$ cat src/rtl/sgic_pkg.sv
package sgic_pkg;

    typedef enum logic [1:0] {
        ST_MONITOR = 2'd0,
        ST_VERIFY  = 2'd1,
        ST_DETACH  = 2'd2
    } gate_state_e;

    // bits needed to hold the values 0..n
    function automatic int cnt_bits(input int n);
        return $clog2(n + 1);
    endfunction

endpackage

$ cat src/rtl/anomaly_match.sv
module anomaly_match #(
    parameter int IDX_W = 16
) (
    input  logic             acc_vld,
    input  logic [IDX_W-1:0] blk_idx,
    input  logic [IDX_W-1:0] atk_seed,
    output logic             hit
);
    // the sensor is only sampled on a real memory access
    always_comb hit = acc_vld && (blk_idx == atk_seed);
endmodule

$ cat src/rtl/window_fsm.sv
module window_fsm
    import sgic_pkg::*;
#(
    parameter int WINDOW = 2000,
    localparam int WIN_W = cnt_bits(WINDOW)
) (
    input  logic             clk,
    input  logic             rst,
    input  logic             acc_vld,
    input  logic             hit,
    output gate_state_e      state,
    output logic [WIN_W-1:0] remaining,
    output logic             accept_hit,
    output logic             ver_access
);
    localparam logic [WIN_W-1:0] WIN_FULL = WIN_W'(WINDOW);
    localparam logic [WIN_W-1:0] WIN_LAST = WIN_W'(1);

    always_comb begin
        accept_hit = hit && (state != ST_DETACH);
        ver_access = acc_vld && (state == ST_VERIFY);
    end

    always_ff @(posedge clk) begin
        if (rst) begin
            state     <= ST_MONITOR;
            remaining <= '0;
        end else begin
            unique case (state)
                ST_MONITOR: begin
                    if (hit) begin
                        state     <= ST_VERIFY;
                        remaining <= WIN_FULL;
                    end
                end
                ST_VERIFY: begin
                    if (hit) begin
                        remaining <= WIN_FULL;          // extension wins over expiry
                    end else if (acc_vld) begin
                        if (remaining == WIN_LAST) begin
                            state     <= ST_DETACH;
                            remaining <= '0;
                        end else begin
                            remaining <= remaining - WIN_LAST;
                        end
                    end
                end
                default: begin
                    state <= ST_MONITOR;               // detach lasts one cycle
                end
            endcase
        end
    end

    a_r2_wake: assert property (@(posedge clk) disable iff (rst)
        (state == ST_MONITOR && hit) |=> (state == ST_VERIFY && remaining == WIN_FULL));
    a_r3_idle_hold: assert property (@(posedge clk) disable iff (rst)
        (state == ST_VERIFY && !acc_vld) |=> $stable(remaining));
    a_r4_cap: assert property (@(posedge clk) disable iff (rst)
        remaining <= WIN_FULL);
    a_r5_live_window: assert property (@(posedge clk) disable iff (rst)
        (state == ST_VERIFY) |-> (remaining != '0));
    a_r6_one_cycle: assert property (@(posedge clk) disable iff (rst)
        (state == ST_DETACH) |=> (state == ST_MONITOR));
endmodule

$ cat src/rtl/event_stats.sv
module event_stats #(
    parameter int STAT_W = 32
) (
    input  logic              clk,
    input  logic              rst,
    input  logic              accept_hit,
    input  logic              ver_access,
    output logic [STAT_W-1:0] anomalies,
    output logic [STAT_W-1:0] checked
);
    always_ff @(posedge clk) begin
        if (rst) begin
            anomalies <= '0;
            checked   <= '0;
        end else begin
            if (accept_hit) anomalies <= anomalies + STAT_W'(1);
            if (ver_access) checked   <= checked + STAT_W'(1);
        end
    end
endmodule

$ cat src/rtl/anomaly_gated_verifier_ctrl.sv
module anomaly_gated_verifier_ctrl
    import sgic_pkg::*;
#(
    parameter int IDX_W  = 16,
    parameter int WINDOW = 2000,
    parameter int STAT_W = 32
) (
    input  logic                          clk,
    input  logic                          rst,
    input  logic                          acc_vld,
    input  logic [IDX_W-1:0]              blk_idx,
    input  logic [IDX_W-1:0]              atk_seed,
    output logic                          ver_en,
    output logic [1:0]                    gate_state,
    output logic [$clog2(WINDOW+1)-1:0]   win_left,
    output logic [STAT_W-1:0]             anomaly_count,
    output logic [STAT_W-1:0]             verified_accesses
);
    localparam int WIN_W = cnt_bits(WINDOW);

    logic             hit;
    logic             accept_hit;
    logic             ver_access;
    gate_state_e      state;
    logic [WIN_W-1:0] remaining;

    initial begin
        a_param_idx_w: assert (IDX_W == 16 || IDX_W == 20 || IDX_W == 24)
            else $error("IDX_W must be 16, 20 or 24");
        a_param_window: assert (WINDOW == 2000 || WINDOW == 8000 || WINDOW == 15000)
            else $error("WINDOW must be 2000, 8000 or 15000");
    end

    anomaly_match #(.IDX_W(IDX_W)) u_match (
        .acc_vld  (acc_vld),
        .blk_idx  (blk_idx),
        .atk_seed (atk_seed),
        .hit      (hit)
    );

    window_fsm #(.WINDOW(WINDOW)) u_fsm (
        .clk        (clk),
        .rst        (rst),
        .acc_vld    (acc_vld),
        .hit        (hit),
        .state      (state),
        .remaining  (remaining),
        .accept_hit (accept_hit),
        .ver_access (ver_access)
    );

    event_stats #(.STAT_W(STAT_W)) u_stats (
        .clk        (clk),
        .rst        (rst),
        .accept_hit (accept_hit),
        .ver_access (ver_access),
        .anomalies  (anomaly_count),
        .checked    (verified_accesses)
    );

    always_comb begin
        ver_en     = (state == ST_VERIFY);
        gate_state = state;
        win_left   = remaining;
    end

    a_r7_count_on_wake: assert property (@(posedge clk) disable iff (rst)
        (state == ST_MONITOR && acc_vld && blk_idx == atk_seed)
        |=> (anomaly_count != $past(anomaly_count)));
    a_r6_detach_quiet: assert property (@(posedge clk) disable iff (rst)
        (state == ST_DETACH) |=> ($stable(anomaly_count) && $stable(verified_accesses)));
    a_r8_count_checked: assert property (@(posedge clk) disable iff (rst)
        (ver_en && acc_vld) |=> (verified_accesses != $past(verified_accesses)));
endmodule

$ cat config.mk
export PLATFORM = sky130hd
export DESIGN_NAME = anomaly_gated_verifier_ctrl
export DESIGN_NICKNAME = d
export VERILOG_FILES = /design/src/rtl/sgic_pkg.sv /design/src/rtl/anomaly_match.sv /design/src/rtl/window_fsm.sv /design/src/rtl/event_stats.sv /design/src/rtl/anomaly_gated_verifier_ctrl.sv
export SDC_FILE = /design/constraint.sdc
export NUM_CORES = 1
export LEC_CHECK = 0
export CAP_MARGIN = 20
export CORE_MARGIN = 2
export CORE_UTILIZATION = 25
export CTS_BUF_LIST = sky130_fd_sc_hd__clkbuf_4
export CTS_CLUSTER_SIZE = 20
export DETAILED_ROUTE_END_ITERATION = 10
export PLACE_DENSITY = 0.53
export REMOVE_ABC_BUFFERS = 1
export SYNTH_ARGS = -nofsm -noshare
export SYNTH_HDL_FRONTEND = slang
export SYNTH_HIERARCHICAL = 1
export SYNTH_SLANG_ARGS = --single-unit
$ cat constraint.sdc
create_clock -name clk -period 4.7 [get_ports clk]
set_input_delay 0.705 -clock clk [delete_from_list [all_inputs] [get_ports clk]]
set_output_delay 0.705 -clock clk [all_outputs]
set_load 0.01 [all_outputs]
==> results.md <==
- Outcome: completed
- Cell row count: 46
- Avg WL per Cell: between 10 and 15 um
- Total congestion overflow: 0
- Hold Path Stages: 2
- Number of synthesized flops with an enable pin: 0
- Max Fanout on Critical Path: 18
- Initial core utilization: between 20% and 30%
- DIE HEIGHT: roughly 130 um
- Final Hold Vio Count: 0
- Net count, final: a little over 600
- Origin of the worst min-delay path: u_stats/checked[31]
- Worst Reg-to-Reg Cells: 6
- Reg-to-reg slack, setup: 2.03 ns
- CTS resizes: 0
- Switching power: roughly 0.27 mW
- Post-synth ARST share: 0%
- Core ar.: roughly 0.016 mm^2
- Initial antenna violation count: 0
- Startpoint type of the worst setup path: primary input
- DRC violations left: 0
- Post-synthesis register bit count: 77
- Largest net degree at the start of global routing: 42
- Least-Margin Pin Slew: ~0.67 ns
- Post-CTS Setup Repair Bufs: 0
- Synth cell types: 50
- Met2 usage: 20.6%
- Gp weighted congestion: about 0.77
- Clock Path Buffers: 2
- Port buffer count: 112
- Share of layout cells above drive strength 1: 6.93%
- Post-layout min period: around 3.7 ns
- Syn. warnings: 6
- Worst Clk Skew: about 0.014 ns
- WP data arrival: between 4 and 5 ns
- IR Drop Worst-Case VDD: 0.111 mV
- Global-route wire length before repair: 17.9 mm
- Internal: ~0.85 mW
- Final core occ: between 30% and 40%
- Vias in the first global route: approximately 3700
- Max Fclk: approximately 0.27 GHz
- Tot Pwr: 1.12 mW
- Cts bufs inserted: 9
- Max H-tree Level: 3
- DRT iter0 DRCs: 162
- Sw Share: roughly a quarter
- Clock power frac: ~37%
- Via density: a little under 5
- Top_reg_cell synth: dfxtp_1
- Root buffer cell: clkbuf_4
- Clock sink count: 77
- Final Cycle Share: between 70% and 80%
- Setup Crit Path Kind: in -> reg
- # setup viols final: 0
- FF-to-FF End: u_stats/checked[27]
- Synth Instances: 469
- Min-delay worst type: reg -> reg
- First-pass iteration count of the detailed router: 4
- Fin cells: a little under 800
- Post-synthesis instance area: around 0.004 mm^2
- Die Wd: 131 um
- Post-route setup TNS: 0 ns
- Sequential share of the synthesized area: ~38%
- Critical Path End Type: flip-flop
- Post-DP HPWL: 8.08 mm
- Reg power frac: 58.2%
- Routed Antenna Nets: 0
- Worst-path clk slew: between 0.1 and 0.15 ns
- Cell area power density: approximately 210 mW/mm^2
- Met1 GRT Util: between 10% and 20%
- Most Crowded Layer GR: met2
- Logic pwr share: under 10%
- Die area: ~0.017 mm^2
- Routed vias: a little under 4000
- Met3 GRT Util: ~3.9%
- Max-slew violation count: 0
- Unrepaired setup endpoints after global routing: no
- P&R area growth vs syn: 36.2%
- GRT Total Usage: roughly an eighth
- CTS tree: yes
- Maxcap violations: 0
- Skew-Pair Late Insertion Delay: between 0.4 and 0.5 ns
- Post-Syn Area per Cell: around 8.6 um^2
- End of the worst hold path: u_stats/checked[31]
- CP required: 5.03 ns
- Reg-to-Reg Start: u_fsm/state[1]
- Leakage power: approximately 1.6 nW
- Hold-fix buffers at CTS: 0
- Final WL: roughly 11 mm
- # diodes: 0
- Worst rel slew slack: ~55%
- Inst Count DP: 778
- Top-Level Pins: 113
-- critical path, stage by stage --
cell,delay [ns]
clkdlybuf4s50_1,0.42
xor2_1,0.16
nor4_1,0.30
nand4_1,0.15
nor4_2,0.22
buf_4,0.16
inv_1,0.05
a21oi_1,0.20
nand3_2,0.14
or4_1,0.79
nor4_1,0.38
mux2_2,0.36
-- worst max path at each step --
stage	start	to	slack, ns	cells past startpoint
after floorplan	atk_seed[14]	u_stats/anomalies[30]	0.95	10
after global placement	atk_seed[14]	u_stats/anomalies[30]	0.56	12
after detailed placement	atk_seed[14]	u_stats/anomalies[30]	0.46	12
after CTS	atk_seed[14]	u_stats/anomalies[30]	0.97	12
after global routing	atk_seed[14]	u_stats/anomalies[30]	0.65	12
final	atk_seed[14]	u_stats/anomalies[30]	0.99	12
-- cell usage in the layout, fill, tap and decap left out, drive strengths merged, types with 4 or more instances in the layout --
cell type / n
a21oi: 47
or3: 10
nand4: 19
and3: 5
nor4: 9
clkinv: 4
xnor2: 29
nand3: 23
or4: 29
xor2: 15
nand2: 27
nor2: 40
inv: 12
and4: 11
clkbuf: 9
dfxtp: 77
nor3: 16
o21ai: 11
o31ai: 26
nand4b: 4
buf: 6
ha: 4
clkdlybuf4s50: 111
nor2b: 4
-- power groups by stage --
stage                     Combinational (mW)  Clock (mW)  Sequential (mW)
after floorplan                       0.0145           0            0.667
after global placement                0.0583           0            0.667
after detailed placement              0.0597           0            0.667
after CTS                             0.0597       0.439            0.653
after global routing                  0.0637       0.461            0.653
final                                 0.0583       0.410            0.653
-- cell families after synthesis --
| logic type | Yosys count | synth area share, % |
|---|---|---|
| buffers and inverters | 36 | 3.71 |
| AO/OA/AOI/OAI | 93 | 14.4 |
| XOR/XNOR | 44 | 9.60 |
| AND/OR/NAND/NOR | 210 | 31.2 |
| multiplexers | 5 | 1.34 |
| flip-flops | 77 | 38.4 |
| adder cells (fa/ha/maj) | 4 | 1.25 |
-- state kept, by name (all words and copies together) (netlist names) --
name               flops
u_stats/checked       32
u_fsm/remaining       11
u_stats/anomalies     32
u_fsm/state            2
-- metal layers --
metal | vias up | share of wire, %
li1 | 1958 | -
met1 | 1840 | 46
met2 | 117 | 46
met3 | 15 | 6.9
met4 | 0 | 1.8
met5 | - | 0
-- per-stage QoR --
| step | setup WS, ns | hold slack, ns | instance area [um^2] |
|---|---|---|---|
| finish | 0.987 | 0.495 | 5470 |
| global route | 0.650 | 0.538 | 5470 |
| CTS | 0.967 | 0.501 | 5470 |
| detailed placement | 0.465 | 0.482 | 5330 |
| global placement | 0.558 | 0.466 | 5330 |
| floorplan | 0.954 | 0.490 | 3910 |
-- area by class of cell --
cell class,instances,area (um^2)
fillers,1661,10300
multi-input cells,356,2320
inverters,12,45.0
clock buffers,9,67.6
flip-flops and latches,77,1540
well taps,216,270
repair buffers,117,1150
clock inverters,6,65.1
-- Yosys cell counts, drive strengths merged, types with 7 or more instances --
master / instances / area, um^2
a21oi: 47 / 235
and4: 11 / 96.3
buf: 7 / 40.0
clkbuf: 17 / 63.8
dfxtp: 77 / 1540
inv: 12 / 45.0
nand2: 27 / 101
nand3: 23 / 125
nand4: 19 / 119
nor2: 40 / 150
nor3: 16 / 85.1
nor4: 9 / 75.1
o21ai: 11 / 55.1
o31ai: 26 / 200
or3: 10 / 62.6
or4: 29 / 225
xnor2: 29 / 254
xor2: 15 / 131
Note: power is estimated with default switching activity, not from simulation.
